$ cat src/rtl/dma_chan_pkg.sv
package dma_chan_pkg;

   typedef enum logic [1:0] {
      MV_IDLE  = 2'd0,
      MV_READ  = 2'd1,
      MV_WRITE = 2'd2
   } mv_state_e;

   localparam int FLAG_RD_ERR = 0;
   localparam int FLAG_WR_ERR = 1;
   localparam int FLAG_LOST   = 2;
   localparam int FLAG_N      = 3;

endpackage

$ cat src/rtl/dma_req_ctrl.sv
module dma_req_ctrl (
   input  logic clk,
   input  logic rst_n,
   input  logic sw_start,
   input  logic hw_en_set,
   input  logic hw_en_clr,
   input  logic hw_req,
   input  logic auto_clr,
   input  logic take,
   output logic pending,
   output logic hw_en,
   output logic lost_evt
);

   logic pend_q, hw_en_q, req_evt;

   assign req_evt  = sw_start | (hw_req & hw_en_q);
   assign lost_evt = req_evt & pend_q & ~take;

   always_ff @(posedge clk or negedge rst_n) begin
      if (!rst_n) begin
         pend_q  <= 1'b0;
         hw_en_q <= 1'b0;
      end else begin
         if (req_evt)   pend_q <= 1'b1;
         else if (take) pend_q <= 1'b0;

         if (hw_en_set)                  hw_en_q <= 1'b1;
         else if (hw_en_clr || auto_clr) hw_en_q <= 1'b0;
      end
   end

   assign pending = pend_q;
   assign hw_en   = hw_en_q;

   // a disabled request line leaves the pending flag untouched
   a_r2_req_ignored_when_off: assert property (@(posedge clk) disable iff (!rst_n)
      (!hw_en_q && hw_req && !sw_start && !pend_q) |=> !pend_q);

   // the enable flag only drops through a software or end-of-transaction clear
   a_r4_enable_drop_cause: assert property (@(posedge clk) disable iff (!rst_n)
      $fell(hw_en_q) |-> $past(hw_en_clr || auto_clr));

   // a software pulse always leaves a request pending
   a_r1_sw_sets_pending: assert property (@(posedge clk) disable iff (!rst_n)
      sw_start |=> pend_q);

endmodule

$ cat src/rtl/dma_err_flags.sv
module dma_err_flags #(
   parameter int N = 3
) (
   input  logic         clk,
   input  logic         rst_n,
   input  logic [N-1:0] set,
   input  logic [N-1:0] clr,
   output logic [N-1:0] flags
);

   for (genvar i = 0; i < N; i++) begin : g_flag
      logic f_q;
      always_ff @(posedge clk or negedge rst_n) begin
         if (!rst_n)      f_q <= 1'b0;
         else if (set[i]) f_q <= 1'b1;
         else if (clr[i]) f_q <= 1'b0;
      end
      assign flags[i] = f_q;

      // a raised flag stays until its clear bit is written
      a_r10_flag_sticky: assert property (@(posedge clk) disable iff (!rst_n)
         (f_q && !clr[i]) |=> f_q);
   end

endmodule

$ cat src/rtl/dma_addr_stepper.sv
module dma_addr_stepper #(
   parameter int ADDR_W    = 32,
   parameter int STEP_W    = 8,
   parameter int SIZE_LOG2 = 2
) (
   input  logic              clk,
   input  logic              rst_n,
   input  logic              load,
   input  logic [ADDR_W-1:0] load_val,
   input  logic              adv,
   input  logic [STEP_W-1:0] step,
   output logic [ADDR_W-1:0] addr
);

   localparam int EXT_W = ADDR_W - STEP_W;

   logic [ADDR_W-1:0] addr_q, step_ext, step_bytes;

   assign step_ext   = {{EXT_W{step[STEP_W-1]}}, step};
   assign step_bytes = step_ext << SIZE_LOG2;

   always_ff @(posedge clk or negedge rst_n) begin
      if (!rst_n)    addr_q <= '0;
      else if (load) addr_q <= load_val;
      else if (adv)  addr_q <= addr_q + step_bytes;
   end

   assign addr = addr_q;

   // the address only moves on a load or a completed transfer
   a_r7_addr_hold: assert property (@(posedge clk) disable iff (!rst_n)
      (!load && !adv) |=> $stable(addr_q));

endmodule

$ cat src/rtl/dma_move_engine.sv
module dma_move_engine
   import dma_chan_pkg::*;
#(
   parameter int ADDR_W = 32,
   parameter int DATA_W = 32,
   parameter int CNT_W  = 8
) (
   input  logic              clk,
   input  logic              rst_n,
   input  logic              pending,
   input  logic              cont_mode,
   input  logic              cnt_load,
   input  logic [CNT_W-1:0]  cnt_val,
   input  logic [ADDR_W-1:0] src_addr,
   input  logic [ADDR_W-1:0] dst_addr,
   output logic              m_valid,
   output logic              m_write,
   output logic [ADDR_W-1:0] m_addr,
   output logic [DATA_W-1:0] m_wdata,
   input  logic              m_ready,
   input  logic              m_err,
   input  logic [DATA_W-1:0] m_rdata,
   output logic              take,
   output logic              load_ok,
   output logic              done,
   output logic              rd_err_evt,
   output logic              wr_err_evt,
   output logic              auto_clr,
   output logic [CNT_W-1:0]  tcount,
   output logic              irq,
   output logic              busy
);

   mv_state_e         state_q;
   logic [DATA_W-1:0] data_q;
   logic [CNT_W-1:0]  cnt_q;
   logic              irq_q, idle, cnt_zero, rd_hs, wr_hs, last;

   assign idle     = (state_q == MV_IDLE);
   assign cnt_zero = (cnt_q == '0);
   assign load_ok  = idle & cnt_load;
   assign take     = idle & pending & ~cnt_zero & ~cnt_load;

   assign rd_hs      = (state_q == MV_READ)  & m_ready;
   assign wr_hs      = (state_q == MV_WRITE) & m_ready;
   assign rd_err_evt = rd_hs & m_err;
   assign wr_err_evt = wr_hs & m_err;
   assign done       = rd_err_evt | wr_hs;
   assign last       = done & (cnt_q == CNT_W'(1));
   assign auto_clr   = last & ~cont_mode;

   always_ff @(posedge clk or negedge rst_n) begin
      if (!rst_n) begin
         state_q <= MV_IDLE;
         data_q  <= '0;
      end else begin
         case (state_q)
            MV_IDLE:  if (take) state_q <= MV_READ;
            MV_READ:  if (m_ready) begin
                         if (m_err) state_q <= MV_IDLE;
                         else begin
                            data_q  <= m_rdata;
                            state_q <= MV_WRITE;
                         end
                      end
            MV_WRITE: if (m_ready) state_q <= MV_IDLE;
            default:  state_q <= MV_IDLE;
         endcase
      end
   end

   always_ff @(posedge clk or negedge rst_n) begin
      if (!rst_n) begin
         cnt_q <= '0;
         irq_q <= 1'b0;
      end else begin
         irq_q <= last;
         if (load_ok)                  cnt_q <= cnt_val;
         else if (done && !cnt_zero)   cnt_q <= cnt_q - CNT_W'(1);
      end
   end

   assign m_valid = !idle;
   assign m_write = (state_q == MV_WRITE);
   assign m_addr  = m_write ? dst_addr : src_addr;
   assign m_wdata = data_q;
   assign tcount  = cnt_q;
   assign irq     = irq_q;
   assign busy    = !idle;

   // an unaccepted command is held unchanged
   a_r6_cmd_stable: assert property (@(posedge clk) disable iff (!rst_n)
      (m_valid && !m_ready) |=> (m_valid && $stable(m_write) && $stable(m_addr)));

   // an exhausted count stays at zero until reloaded
   a_r3_no_wrap: assert property (@(posedge clk) disable iff (!rst_n)
      (cnt_zero && !load_ok) |=> (cnt_q == '0));

   // the count is frozen while a move is waiting
   a_r11_count_frozen_busy: assert property (@(posedge clk) disable iff (!rst_n)
      (!idle && !done) |=> $stable(cnt_q));

   // the interrupt only appears with an exhausted count
   a_r5_irq_at_zero: assert property (@(posedge clk) disable iff (!rst_n)
      irq_q |-> cnt_zero);

   // a failed read is never followed by a write
   a_r8_skip_write: assert property (@(posedge clk) disable iff (!rst_n)
      rd_err_evt |=> !m_write);

endmodule

$ cat src/rtl/dma_chan_ctrl.sv
module dma_chan_ctrl
   import dma_chan_pkg::*;
#(
   parameter int ADDR_W    = 32,
   parameter int DATA_W    = 32,
   parameter int CNT_W     = 8,
   parameter int STEP_W    = 8,
   parameter int SIZE_LOG2 = 2
) (
   input  logic                clk,
   input  logic                rst_n,
   input  logic                cfg_cont_mode,
   input  logic                sw_start,
   input  logic                hw_en_set,
   input  logic                hw_en_clr,
   input  logic                hw_req,
   input  logic                cnt_load,
   input  logic [CNT_W-1:0]    cnt_init,
   input  logic [ADDR_W-1:0]   src_init,
   input  logic [ADDR_W-1:0]   dst_init,
   input  logic [STEP_W-1:0]   src_step,
   input  logic [STEP_W-1:0]   dst_step,
   input  logic [FLAG_N-1:0]   err_clr,
   output logic                m_valid,
   output logic                m_write,
   output logic [ADDR_W-1:0]   m_addr,
   output logic [DATA_W-1:0]   m_wdata,
   input  logic                m_ready,
   input  logic                m_err,
   input  logic [DATA_W-1:0]   m_rdata,
   output logic                hw_en,
   output logic                pending,
   output logic                busy,
   output logic [CNT_W-1:0]    tcount,
   output logic [ADDR_W-1:0]   src_addr,
   output logic [ADDR_W-1:0]   dst_addr,
   output logic [FLAG_N-1:0]   err_flags,
   output logic                irq
);

   localparam int NPTR = 2;

   initial begin
      a_param_step_fits: assert (ADDR_W > STEP_W) else $error("step wider than address");
      a_param_size_fits: assert (SIZE_LOG2 < ADDR_W) else $error("transfer size too large");
      a_param_cnt_width: assert (CNT_W >= 1) else $error("count width must be positive");
   end

   logic take, load_ok, done, rd_err_evt, wr_err_evt, auto_clr, lost_evt;
   logic [FLAG_N-1:0] flag_set;
   logic [ADDR_W-1:0] ptr_init [NPTR];
   logic [STEP_W-1:0] ptr_step [NPTR];
   logic [ADDR_W-1:0] ptr_addr [NPTR];

   dma_req_ctrl u_req (
      .clk       (clk),
      .rst_n     (rst_n),
      .sw_start  (sw_start),
      .hw_en_set (hw_en_set),
      .hw_en_clr (hw_en_clr),
      .hw_req    (hw_req),
      .auto_clr  (auto_clr),
      .take      (take),
      .pending   (pending),
      .hw_en     (hw_en),
      .lost_evt  (lost_evt)
   );

   dma_move_engine #(
      .ADDR_W (ADDR_W),
      .DATA_W (DATA_W),
      .CNT_W  (CNT_W)
   ) u_eng (
      .clk        (clk),
      .rst_n      (rst_n),
      .pending    (pending),
      .cont_mode  (cfg_cont_mode),
      .cnt_load   (cnt_load),
      .cnt_val    (cnt_init),
      .src_addr   (ptr_addr[0]),
      .dst_addr   (ptr_addr[1]),
      .m_valid    (m_valid),
      .m_write    (m_write),
      .m_addr     (m_addr),
      .m_wdata    (m_wdata),
      .m_ready    (m_ready),
      .m_err      (m_err),
      .m_rdata    (m_rdata),
      .take       (take),
      .load_ok    (load_ok),
      .done       (done),
      .rd_err_evt (rd_err_evt),
      .wr_err_evt (wr_err_evt),
      .auto_clr   (auto_clr),
      .tcount     (tcount),
      .irq        (irq),
      .busy       (busy)
   );

   assign ptr_init[0] = src_init;
   assign ptr_init[1] = dst_init;
   assign ptr_step[0] = src_step;
   assign ptr_step[1] = dst_step;

   for (genvar g = 0; g < NPTR; g++) begin : g_ptr
      dma_addr_stepper #(
         .ADDR_W    (ADDR_W),
         .STEP_W    (STEP_W),
         .SIZE_LOG2 (SIZE_LOG2)
      ) u_step (
         .clk      (clk),
         .rst_n    (rst_n),
         .load     (load_ok),
         .load_val (ptr_init[g]),
         .adv      (done),
         .step     (ptr_step[g]),
         .addr     (ptr_addr[g])
      );
   end

   assign src_addr = ptr_addr[0];
   assign dst_addr = ptr_addr[1];

   assign flag_set[FLAG_RD_ERR] = rd_err_evt;
   assign flag_set[FLAG_WR_ERR] = wr_err_evt;
   assign flag_set[FLAG_LOST]   = lost_evt;

   dma_err_flags #(.N(FLAG_N)) u_flags (
      .clk   (clk),
      .rst_n (rst_n),
      .set   (flag_set),
      .clr   (err_clr),
      .flags (err_flags)
   );

   // in single mode the enable flag is gone once the count has been used up
   a_r4_single_auto_off: assert property (@(posedge clk) disable iff (!rst_n)
      (irq && !cfg_cont_mode && !$past(hw_en_set) && !$past(cfg_cont_mode)) |-> !hw_en);

endmodule

$ cat config.mk
export PLATFORM = sky130hd
export DESIGN_NAME = dma_chan_ctrl
export DESIGN_NICKNAME = d
export VERILOG_FILES = /design/src/rtl/dma_chan_pkg.sv /design/src/rtl/dma_req_ctrl.sv /design/src/rtl/dma_err_flags.sv /design/src/rtl/dma_addr_stepper.sv /design/src/rtl/dma_move_engine.sv /design/src/rtl/dma_chan_ctrl.sv
export SDC_FILE = /design/constraint.sdc
export NUM_CORES = 1
export LEC_CHECK = 0
export BUFFER_PORTS_ARGS = -buffer_cell sky130_fd_sc_hd__buf_2
export CELL_PAD_IN_SITES_DETAIL_PLACEMENT = 0
export CELL_PAD_IN_SITES_GLOBAL_PLACEMENT = 2
export CORE_MARGIN = 3
export CORE_UTILIZATION = 32
export DETAILED_ROUTE_END_ITERATION = 10
export PLACE_DENSITY_LB_ADDON = 0.1
export SLEW_MARGIN = 20
export SYNTH_ARGS = -nofsm -noshare
export SYNTH_HDL_FRONTEND = slang
export SYNTH_HIERARCHICAL = 1
export SYNTH_SLANG_ARGS = --single-unit
$ cat constraint.sdc
create_clock -name clk -period 5.5 [get_ports clk]
set_clock_uncertainty 0.15 [all_clocks]
set_input_delay 1.1 -clock clk [delete_from_list [all_inputs] [get_ports clk]]
set_output_delay 1.1 -clock clk [all_outputs]
set_load 0.01 [all_outputs]
==> impl_metrics.ini, run 1 <==
[die]
io_pins = 278
start_util = 0.326
die_h_microns = 169
dieWidth_microns = 169
core-area_sq_um = 26100
row_count = 59
die_area_sq_um = 28500

[cells_and_area]
nets = 1414
area_growth_pct = 23.0
multi_input_area_sq_um = 5340
n_fill_cell = 2793
ff_latch_area_sq_um = 2800
drive_gt1_frac = 0.307

[power]
ir_drop_v = 0.000218
p_per_area_nw_per_um2 = 596
p_total_w = 0.00623
power.leakage_nw = 5.16

[timing]
worstMarginPinSlew_ps = 870
slew_headroom = 0.416
setup_viol = 0
rsz0062_at_grt = no
fmax_mhz = 246
setup_ws_ps = 1440
finalCritPeriodShare = 0.738
hold_viol = 0
period_minus_slack_ps = 4060
fin_setup_tns_ps = 0
whs_ps = 333
maxSlewViolCount = 0

[detailed_routing]
wire_per_inst_microns = 18.3
post-route-drc-count = 0
via_per_inst = 5.09
vias = 7941
finalWirelength_mm = 28.5
dr.first_iter.drc_count = 508
drtPass1Iterations = 5
antenna_left = 0

[synth]
synth-edff-count = 0
yosysUniqueCellTypes = 88
syn_area_sq_um = 8500
synthTopCellsByArea = dfrtp_1 33%, ha_1 9.0%, nand2_1 7.3%
synth_common_cells = 165 x nand2_1, 112 x dfrtp_1, 79 x o21ai_0
syn_inst = 965
yosysTopAreaCell = dfrtp_1
ys_warn_count = 6
synth.most_common_cell = nand2_1
synthFlopType = dfrtp_1
synth_top_area_frac = 0.330
postSynthAreaPerCell_sq_um = 8.81
ys_seq_elements = 112
async_reset_ff_frac = 1.00
ys_seq_area_frac = 0.330
synth_nets = 1161

[clock_tree]
cts_setup_buffers = 0
cts_tree = done
numCtsBuffers = 9
clockBufferDepth = 2
cts.repair.resized = 0
root_buffer = clkbuf_16
htree_levels = 3
post_cts_hold_buffer_count = 0
cts.sinks = 112
clk_pin_slew_ps = 90
clk_latency_ps = 380

[critical_path]
critPathKind = reg -> out
crit_fanout = 34
cp-start-kind = flop
crit_path_end_kind = primary output
cp.arrival_ps = 2810
worstPathRequired_ps = 4250

[flow_run]
cap_violations = 0

[global_route]
grt.overflow.total = 0
grt_pass1_vias = 7880
grt_max_degree = 67
antenna_found_initial = 1
grt_pass1_wl_mm = 44.3
track_usage = 0.194

[placement]
port_buffers = 277
dp_hpwl_mm = 22.1
pre_cts_slack_ps = 1350
routabilityCongestion = 0.822

[outcome]
status = complete, no violations

[min_path]
hp-class = reg -> reg
-- logic make-up (layout without fill, tap and decap cells) --
family / count (synthesis) / after routing / share of synthesized area
adder cells (fa/ha/maj): 63 / 63 / 0.0945
AND/OR/NAND/NOR: 325 / 325 / 0.187
multiplexers: 71 / 71 / 0.0892
buffers and inverters: 72 / 330 / 0.0414
other: 0 / 1 / 0
AO/OA/AOI/OAI: 280 / 280 / 0.215
XOR/XNOR: 42 / 42 / 0.0433
flip-flops: 112 / 112 / 0.330
-- through the flow --
step	area [sq um]	instances	utilization
6_report	10500	1559	0.401
5_1_grt	10500	1559	0.401
4_1_cts	10500	1558	0.401
3_5_place_dp	10100	1542	0.389
3_3_place_gp	10100	1542	0.389
2_1_floorplan	8500	965	-
-- state kept, by name, indices dropped and copies added (netlist names) --
signal,flops
g_ptr.u_step/addr,64
u_req/pending,1
u_eng/tcount,8
u_eng/m_wdata,32
u_eng/state_q,2
u_eng/irq,1
u_req/hw_en,1
u_flags/g_flag.f_q,3
-- worst max-delay path, cell delays in order (launching register included) --
cell and delay [ps]:
dfrtp_1 400, inv_1 120, nand2_1 80, buf_4 360, clkinv_1 810, nand2_1 410
nand2_1 100, buf_2 150
-- metal layers --
layer,global-route usage,vias to the layer above,part of all wire
met3,0.0276,20,0.033
met5,0,-,0
li1,-,3991,-
met4,0.0395,0,0.014
met1,0.273,3784,0.48
met2,0.319,146,0.47
-- report_power, final --
part           switching [W]  internal (W)
clock               0.000400      0.000339
sequential          0.000459       0.00121
combinational        0.00215       0.00166
-- layout by cell type (no fill, tap or decap), types with 4 or more instances in the layout --
cell type / n
buf_4: 9
inv_1: 25
nand3_1: 18
a21o_1: 38
o21ai_1: 4
o21ai_0: 79
nand3b_1: 9
a211oi_1: 10
a31oi_1: 11
nor2_1: 44
nor3b_1: 4
xnor2_1: 27
a22oi_1: 10
nand2_1: 165
a221o_1: 6
nor2b_1: 13
nor3_1: 10
and4_1: 4
o21bai_1: 9
and3_1: 8
buf_2: 276
ha_1: 61
o21a_1: 7
clkbuf_16: 9
nand4_1: 8
mux2_2: 36
mux2i_1: 33
or3_1: 6
nand2b_1: 4
dfrtp_1: 112
xor2_1: 15
a21oi_1: 64
-- cell type report --
type,instances,share of cell area
multi-input combinational,781,0.511
sequential,112,0.268
timing repair buffer,285,0.139
tap,335,0.0401
clock buffer,9,0.0215
inverter,29,0.0107
clock inverter,7,0.00946
antenna,1,0.000239
-- worst paths after layout --
check                                                  endpoint  depth (start not counted)                           startpoint  slack [ps]
setup / recovery                                     m_addr[21]                          7         u_eng/state_q[0]$_DFFE_PN0P_        1440
hold / removal                u_flags/g_flag[1].f_q$_DFFE_PN0P_                          1    u_flags/g_flag[1].f_q$_DFFE_PN0P_         330
setup reg to reg           g_ptr[1].u_step/addr[20]$_DFFE_PN0N_                         10  g_ptr[1].u_step/addr[2]$_DFFE_PN0N_        2420
hold reg to reg               u_flags/g_flag[1].f_q$_DFFE_PN0P_                          1    u_flags/g_flag[1].f_q$_DFFE_PN0P_         330
max in group asynchronous          u_eng/m_wdata[7]$_DFFE_PN0P_                          2                                rst_n        3470
min in group asynchronous   g_ptr[1].u_step/addr[8]$_DFFE_PN0N_                          1                                rst_n         600
(Power assumes the default switching activity.)
==> run 2: changes to the inputs <==
--- a/config.mk
+++ b/config.mk
@@ -5,11 +5,12 @@
 export SDC_FILE = /design/constraint.sdc
 export NUM_CORES = 1
 export LEC_CHECK = 0
+export ABC_AREA = 1
 export BUFFER_PORTS_ARGS = -buffer_cell sky130_fd_sc_hd__buf_2
 export CELL_PAD_IN_SITES_DETAIL_PLACEMENT = 0
 export CELL_PAD_IN_SITES_GLOBAL_PLACEMENT = 2
 export CORE_MARGIN = 3
-export CORE_UTILIZATION = 32
+export CORE_UTILIZATION = 25
 export DETAILED_ROUTE_END_ITERATION = 10
 export PLACE_DENSITY_LB_ADDON = 0.1
 export SLEW_MARGIN = 20
==> constraint.sdc (replaced) <==
create_clock -name clk -period 3.7 [get_ports clk]
set_clock_uncertainty 0.15 [all_clocks]
set_input_delay 0.74 -clock clk [delete_from_list [all_inputs] [get_ports clk]]
set_output_delay 0.74 -clock clk [all_outputs]
set_load 0.01 [all_outputs]
==> impl_metrics.ini, run 2 <==
[synth]
synth_top_area_frac = 0.287
ys_seq_elements = 112
ys_seq_area_frac = 0.287
async_reset_ff_frac = 1.00
syn_inst = 1476
ys_warn_count = 6
postSynthAreaPerCell_sq_um = 6.62
synth-edff-count = 0
synthFlopType = dfrtp_1
synth.most_common_cell = nand2_1
yosysUniqueCellTypes = 38
synth_common_cells = 591 x nand2_1, 208 x inv_1, 112 x dfrtp_1
synth_nets = 1672
yosysTopAreaCell = dfrtp_1
synthTopCellsByArea = dfrtp_1 29%, nand2_1 23%, inv_1 8.0%
syn_area_sq_um = 9770

[detailed_routing]
finalWirelength_mm = 40.4
via_per_inst = 4.42
post-route-drc-count = 0
dr.first_iter.drc_count = 523
antenna_left = 0
drtPass1Iterations = 7
wire_per_inst_microns = 17.9
vias = 9996

[placement]
pre_cts_slack_ps = 626
dp_hpwl_mm = 33.2
place_inst = 2242
port_buffers = 277
routabilityCongestion = 0.847

[timing]
maxSlewViolCount = 0
fin_setup_tns_ps = 0
rsz0062_at_grt = no
setup_viol = 0
period_minus_slack_ps = 2750
hold_viol = 0
worstMarginPinSlew_ps = 1070
finalCritPeriodShare = 0.742
slew_headroom = 0.282
setup_ws_ps = 954
fmax_mhz = 364

[clock_tree]
cts_setup_buffers = 0
htree_levels = 3
cts_tree = done
post_cts_hold_buffer_count = 0
clockBufferDepth = 2
root_buffer = clkbuf_16
clk_latency_ps = 390
cts.sinks = 112
numCtsBuffers = 9
clk_pin_slew_ps = 100
cts.repair.resized = 0

[critical_path]
worstRegToRegCells = 8
cpMostUsedCell = nand2_1
slowest_delay_ps = 490
critPathKind = reg -> out
path_cells = inv_1 > nor2_4 > inv_2 > nand2_1 > nand2_1 > buf_2
critPathCapture = m_addr[7]
crit_start = u_eng/state_q[1]$_DFFE_PN0P_
crit_fanout = 34
worstPathRequired_ps = 2810
rrSetupSlack_ps = 1280
crit_path_end_kind = primary output
cp.arrival_ps = 1860
worstReg2RegStart = g_ptr[0].u_step/addr[2]$_DFFE_PN0N_
reg2reg_to = g_ptr[0].u_step/addr[10]$_DFFE_PN0N_
slowest_stage = inv_2
cp-start-kind = flop

[die]
core-area_sq_um = 38100
start_util = 0.256
die_area_sq_um = 41500
io_pins = 278
row_count = 71
dieWidth_microns = 204
die_h_microns = 204

[min_path]
hp-class = in -> async

[global_route]
track_usage = 0.194
grt.overflow.total = 0
grt_pass1_wl_mm = 61.7
grt_pass1_vias = 10200
antenna_found_initial = 3
grt_max_degree = 51

[cells_and_area]
layout_commonest_cell = nand2_1
nets = 1938
utilization = 0.316
largest_reg_flops = 64
area_growth_pct = 23.4
final_cells = 2260
n_fill_cell = 4336
drive_gt1_frac = 0.230
layout_common_cells = 591 x nand2_1, 276 x buf_2, 207 x inv_1

[power]
p_per_area_nw_per_um2 = 869
ir_drop_v = 0.000244
power.leakage_nw = 6.96

[outcome]
status = complete, no violations

[flow_run]
cap_violations = 0
==> run 2: cell count changes in the layout (fill, tap and decap cells not counted), moves of 29 or more <==
cell / delta
nand2_1: +426
mux2_2: -29
o21ai_0: -62
mux2_4: +29
inv_1: +182
nor2_1: +49
nand3_1: +89
a22oi_1: +30
a21o_1: -36
mux2i_1: -33
==> run 2: worst max-delay path, delay by kind of cell (launching register included) <==
kind / cells / cell delay (ps)
buf+inv: 3 / 740
flops: 1 / 390
simple gates: 3 / 320
==> run 2: how the worst min path moves through the flow <==
stage                                      startpoint                              endpoint  slack [ps]
floorplan                                       rst_n   g_ptr[0].u_step/addr[0]$_DFFE_PN0P_         290
global placement    u_flags/g_flag[0].f_q$_DFFE_PN0P_     u_flags/g_flag[0].f_q$_DFFE_PN0P_         310
detailed placement  u_flags/g_flag[2].f_q$_DFFE_PN0P_     u_flags/g_flag[2].f_q$_DFFE_PN0P_         320
CTS                                             rst_n  g_ptr[1].u_step/addr[12]$_DFFE_PN0N_         270
global route                                    rst_n  g_ptr[1].u_step/addr[12]$_DFFE_PN0N_         300
finish                                          rst_n  g_ptr[1].u_step/addr[12]$_DFFE_PN0N_         260
==> run 2: cell type report <==
type | instances | area, sq um | area share
antenna | 2 | 5.00 | 0.000415
clock buffer | 9 | 225 | 0.0187
clock inverter | 7 | 106 | 0.00882
inverter | 212 | 797 | 0.0661
multi-input combinational | 1118 | 5980 | 0.497
sequential | 112 | 2800 | 0.233
tap | 511 | 639 | 0.0531
timing repair buffer | 289 | 1490 | 0.124
==> run 2: per-layer routing <==
layer	up-vias	GRT usage	part of all wire	routed length (microns)
met2	143	0.340	0.50	20100
met3	28	0.0203	0.021	857
met4	0	0.0487	0.019	782
li1	5223	-	-	-
met1	4602	0.256	0.46	18700
met5	-	0	0	0
==> run 2: power breakdown <==
part | switching, W | internal [W]
Clock | 0.000630 | 0.000501
Combinational | 0.00421 | 0.00256
Sequential | 0.000775 | 0.00181
Total | 0.00561 | 0.00487
==> run 2: logic make-up after synthesis <==
logic type,Yosys count,share of synthesized area
adder cells (fa/ha/maj),63,0.0822
flip-flops,112,0.287
XOR/XNOR,20,0.0179
AO/OA/AOI/OAI,142,0.0917
buffers and inverters,246,0.101
AND/OR/NAND/NOR,857,0.368
multiplexers,36,0.0527
==> run 2: through the flow <==
| step | hold WS [ps] | area [sq um] | total power, W |
|---|---|---|---|
| floorplan | 292 | 9770 | 0.00687 |
| global placement | 306 | 11700 | 0.00950 |
| detailed placement | 315 | 11700 | 0.00947 |
| CTS | 269 | 12000 | 0.0107 |
| global route | 300 | 12100 | 0.0116 |
| finish | 262 | 12100 | 0.0105 |
==> run 3: changes to the inputs <==
--- a/config.mk
+++ b/config.mk
@@ -5,12 +5,12 @@
 export SDC_FILE = /design/constraint.sdc
 export NUM_CORES = 1
 export LEC_CHECK = 0
-export ABC_AREA = 1
+export ABC_AREA = 0
 export BUFFER_PORTS_ARGS = -buffer_cell sky130_fd_sc_hd__buf_2
 export CELL_PAD_IN_SITES_DETAIL_PLACEMENT = 0
 export CELL_PAD_IN_SITES_GLOBAL_PLACEMENT = 2
 export CORE_MARGIN = 3
-export CORE_UTILIZATION = 25
+export CORE_UTILIZATION = 27
 export DETAILED_ROUTE_END_ITERATION = 10
 export PLACE_DENSITY_LB_ADDON = 0.1
 export SLEW_MARGIN = 20
==> constraint.sdc (replaced) <==
create_clock -name clk -period 2.5 [get_ports clk]
set_clock_uncertainty 0.15 [all_clocks]
set_input_delay 0.5 -clock clk [delete_from_list [all_inputs] [get_ports clk]]
set_output_delay 0.5 -clock clk [all_outputs]
set_load 0.01 [all_outputs]
==> impl_metrics.ini, run 3 (synthesis results as in run 1) <==
[outcome]
status = complete, but fails checks
violations = negative setup slack

[detailed_routing]
m1WireLength_mm = 15.7
finalWirelength_mm = 33.0
wl_met3_microns = 987
vias = 8802
highest_layer = met4
drtPass1Iterations = 4
post-route-drc-count = 0
antenna_left = 0
wire_per_inst_microns = 17.8
via_per_inst = 4.74
dr.first_iter.drc_count = 329
wl_met2_mm = 15.8

[power]
p_sw_frac = 0.448
power_frac_clock = 0.090
power.leakage_nw = 6.46
p_sw_w = 0.00789
internal-power_w = 0.00975
p_per_area_nw_per_um2 = 1330
combPwrFrac = 0.716
p_total_w = 0.0176
ir_drop_v = 0.000451
p_seq_frac = 0.195

[critical_path]
cp.arrival_ps = 2930
worstReg2RegStart = g_ptr[1].u_step/addr[6]$_DFFE_PN0N_
slowest_stage = dfrtp_1
worstRegToRegCells = 10
worstPathRequired_ps = 2620
cp-start-kind = flop
crit_fanout = 4
critPathKind = reg -> reg
path_cells = ha_4 > a21o_1 > buf_4 > a221oi_2 > o211a_1 > or2_4 > a31o_4 > o31a_1 > and4b_1 > or3_1
slowest_delay_ps = 420
reg2reg_to = g_ptr[1].u_step/addr[30]$_DFFE_PN0N_
crit_path_end_kind = flop
rrSetupSlack_ps = -310

[clock_tree]
htree_levels = 3
clk_pin_slew_ps = 90
cts_tree = done
clockBufferDepth = 2
numCtsBuffers = 9
root_buffer = clkbuf_16
clk_latency_ps = 390
cts.sinks = 112

[die]
io_pins = 278
die_h_microns = 183
start_util = 0.276
dieWidth_microns = 183
core-area_sq_um = 30800
row_count = 64
die_area_sq_um = 33600

[global_route]
grt.overflow.total = 0
antenna_found_initial = 2
grt_pass1_wl_mm = 50.8
grt_pass1_vias = 8953
grt_max_degree = 53
track_usage = 0.193

[cells_and_area]
utilization = 0.429
layout_common_cells = 275 x buf_2, 222 x buf_4, 161 x nand2_1
area_growth_pct = 55.7
stdcell_area_sq_um = 13200
nets = 1650
largest_reg_flops = 64
layout_commonest_cell = buf_2
drive_gt1_frac = 0.483

[timing]
finalCritPeriodShare = 1.13
hold_viol = 0
rsz0062_at_grt = yes
maxSlewViolCount = 0
setup_ws_ps = -314
fmax_mhz = 355
whs_ps = 134
setup_viol = 20
period_minus_slack_ps = 2810
worstMarginPinSlew_ps = 547
slew_headroom = 0.626

[placement]
routabilityCongestion = 0.831
pre_cts_slack_ps = -654
dp_hpwl_mm = 26.5
dpl-instance-area_sq_um = 12200
port_buffers = 277

[min_path]
hp-class = in -> reg
holdPathStages = 2
min_to = u_req/hw_en$_DFFE_PN0P_
hold_path_startpoint = hw_en_set

[flow_run]
cap_violations = 0
==> run 3: cell types whose count changed in the layout (fill, tap and decap cells not counted), sizes merged, moves of 30 or more <==
| cell | delta |
|---|---|
| nand2 | -443 |
| o21ai | +54 |
| nand3 | -99 |
| mux2i | +33 |
| a22oi | -30 |
| buf | +231 |
| inv | -181 |
| a21o | +38 |
| nor2 | -66 |
==> run 3: power groups by stage <==
stage,Sequential (W),Combinational (W),Clock (W)
after floorplan,0.00383,0.00572,0
final,0.00343,0.0126,0.00158
after CTS,0.00344,0.0122,0.00166
after detailed placement,0.00345,0.0115,0
after global routing,0.00356,0.0138,0.00171
after global placement,0.00344,0.0114,0
==> run 3: metal layers <==
metal  GRT usage  up-vias
met5           0        -
met4      0.0579        0
met3      0.0263       23
met2       0.314      138
met1       0.268     4175
li1            -     4466
==> run 3: worst max path at each step <==
stage | start | end | slack, ps | cells after the start
4_1_cts | g_ptr[1].u_step/addr[6]$_DFFE_PN0N_ | g_ptr[1].u_step/addr[29]$_DFFE_PN0N_ | -320 | 10
5_1_grt | g_ptr[1].u_step/addr[3]$_DFFE_PN0N_ | g_ptr[1].u_step/addr[28]$_DFFE_PN0N_ | -410 | 11
6_report | g_ptr[1].u_step/addr[6]$_DFFE_PN0N_ | g_ptr[1].u_step/addr[30]$_DFFE_PN0N_ | -310 | 10
3_5_place_dp | dst_step[7] | g_ptr[1].u_step/addr[30]$_DFFE_PN0N_ | -650 | 10
3_3_place_gp | dst_step[7] | g_ptr[1].u_step/addr[30]$_DFFE_PN0N_ | -650 | 10
2_1_floorplan | dst_step[0] | g_ptr[1].u_step/addr[20]$_DFFE_PN0N_ | -280 | 10
==> run 3: repair_timing <==
action,4_1_cts,5_1_grt
hold buffers,1,0
setup endpoints to repair,35,46
gates resized for setup,75,65
setup buffers,22,4
hold endpoints to repair,14,0
pin swaps,52,61
==> run 3: stage by stage <==
step	cells	TNS, ps
finish	1857	-2990
CTS	1852	-3660
global route	1857	-6340
global placement	1820	-15330
floorplan	965	-1670
detailed placement	1820	-15770
==> run 3: area by class of cell <==
cell class,count,area [sq um]
inverter,29,111
multi-input combinational,781,6120
clock inverter,6,65.1
tap,396,495
clock buffer,10,239
antenna,2,5.00
timing repair buffer,521,3390
sequential,112,2800
fill,3196,17600
==> run 3: worst max-delay path, delay by kind of cell (launching register included) <==
family | cells | cell delay (ps)
DFF | 1 | 420
adders and majority gates | 1 | 290
AOI/OAI and AO/OA | 5 | 970
and+or+nand+nor | 3 | 760
buffers and inverters | 1 | 110
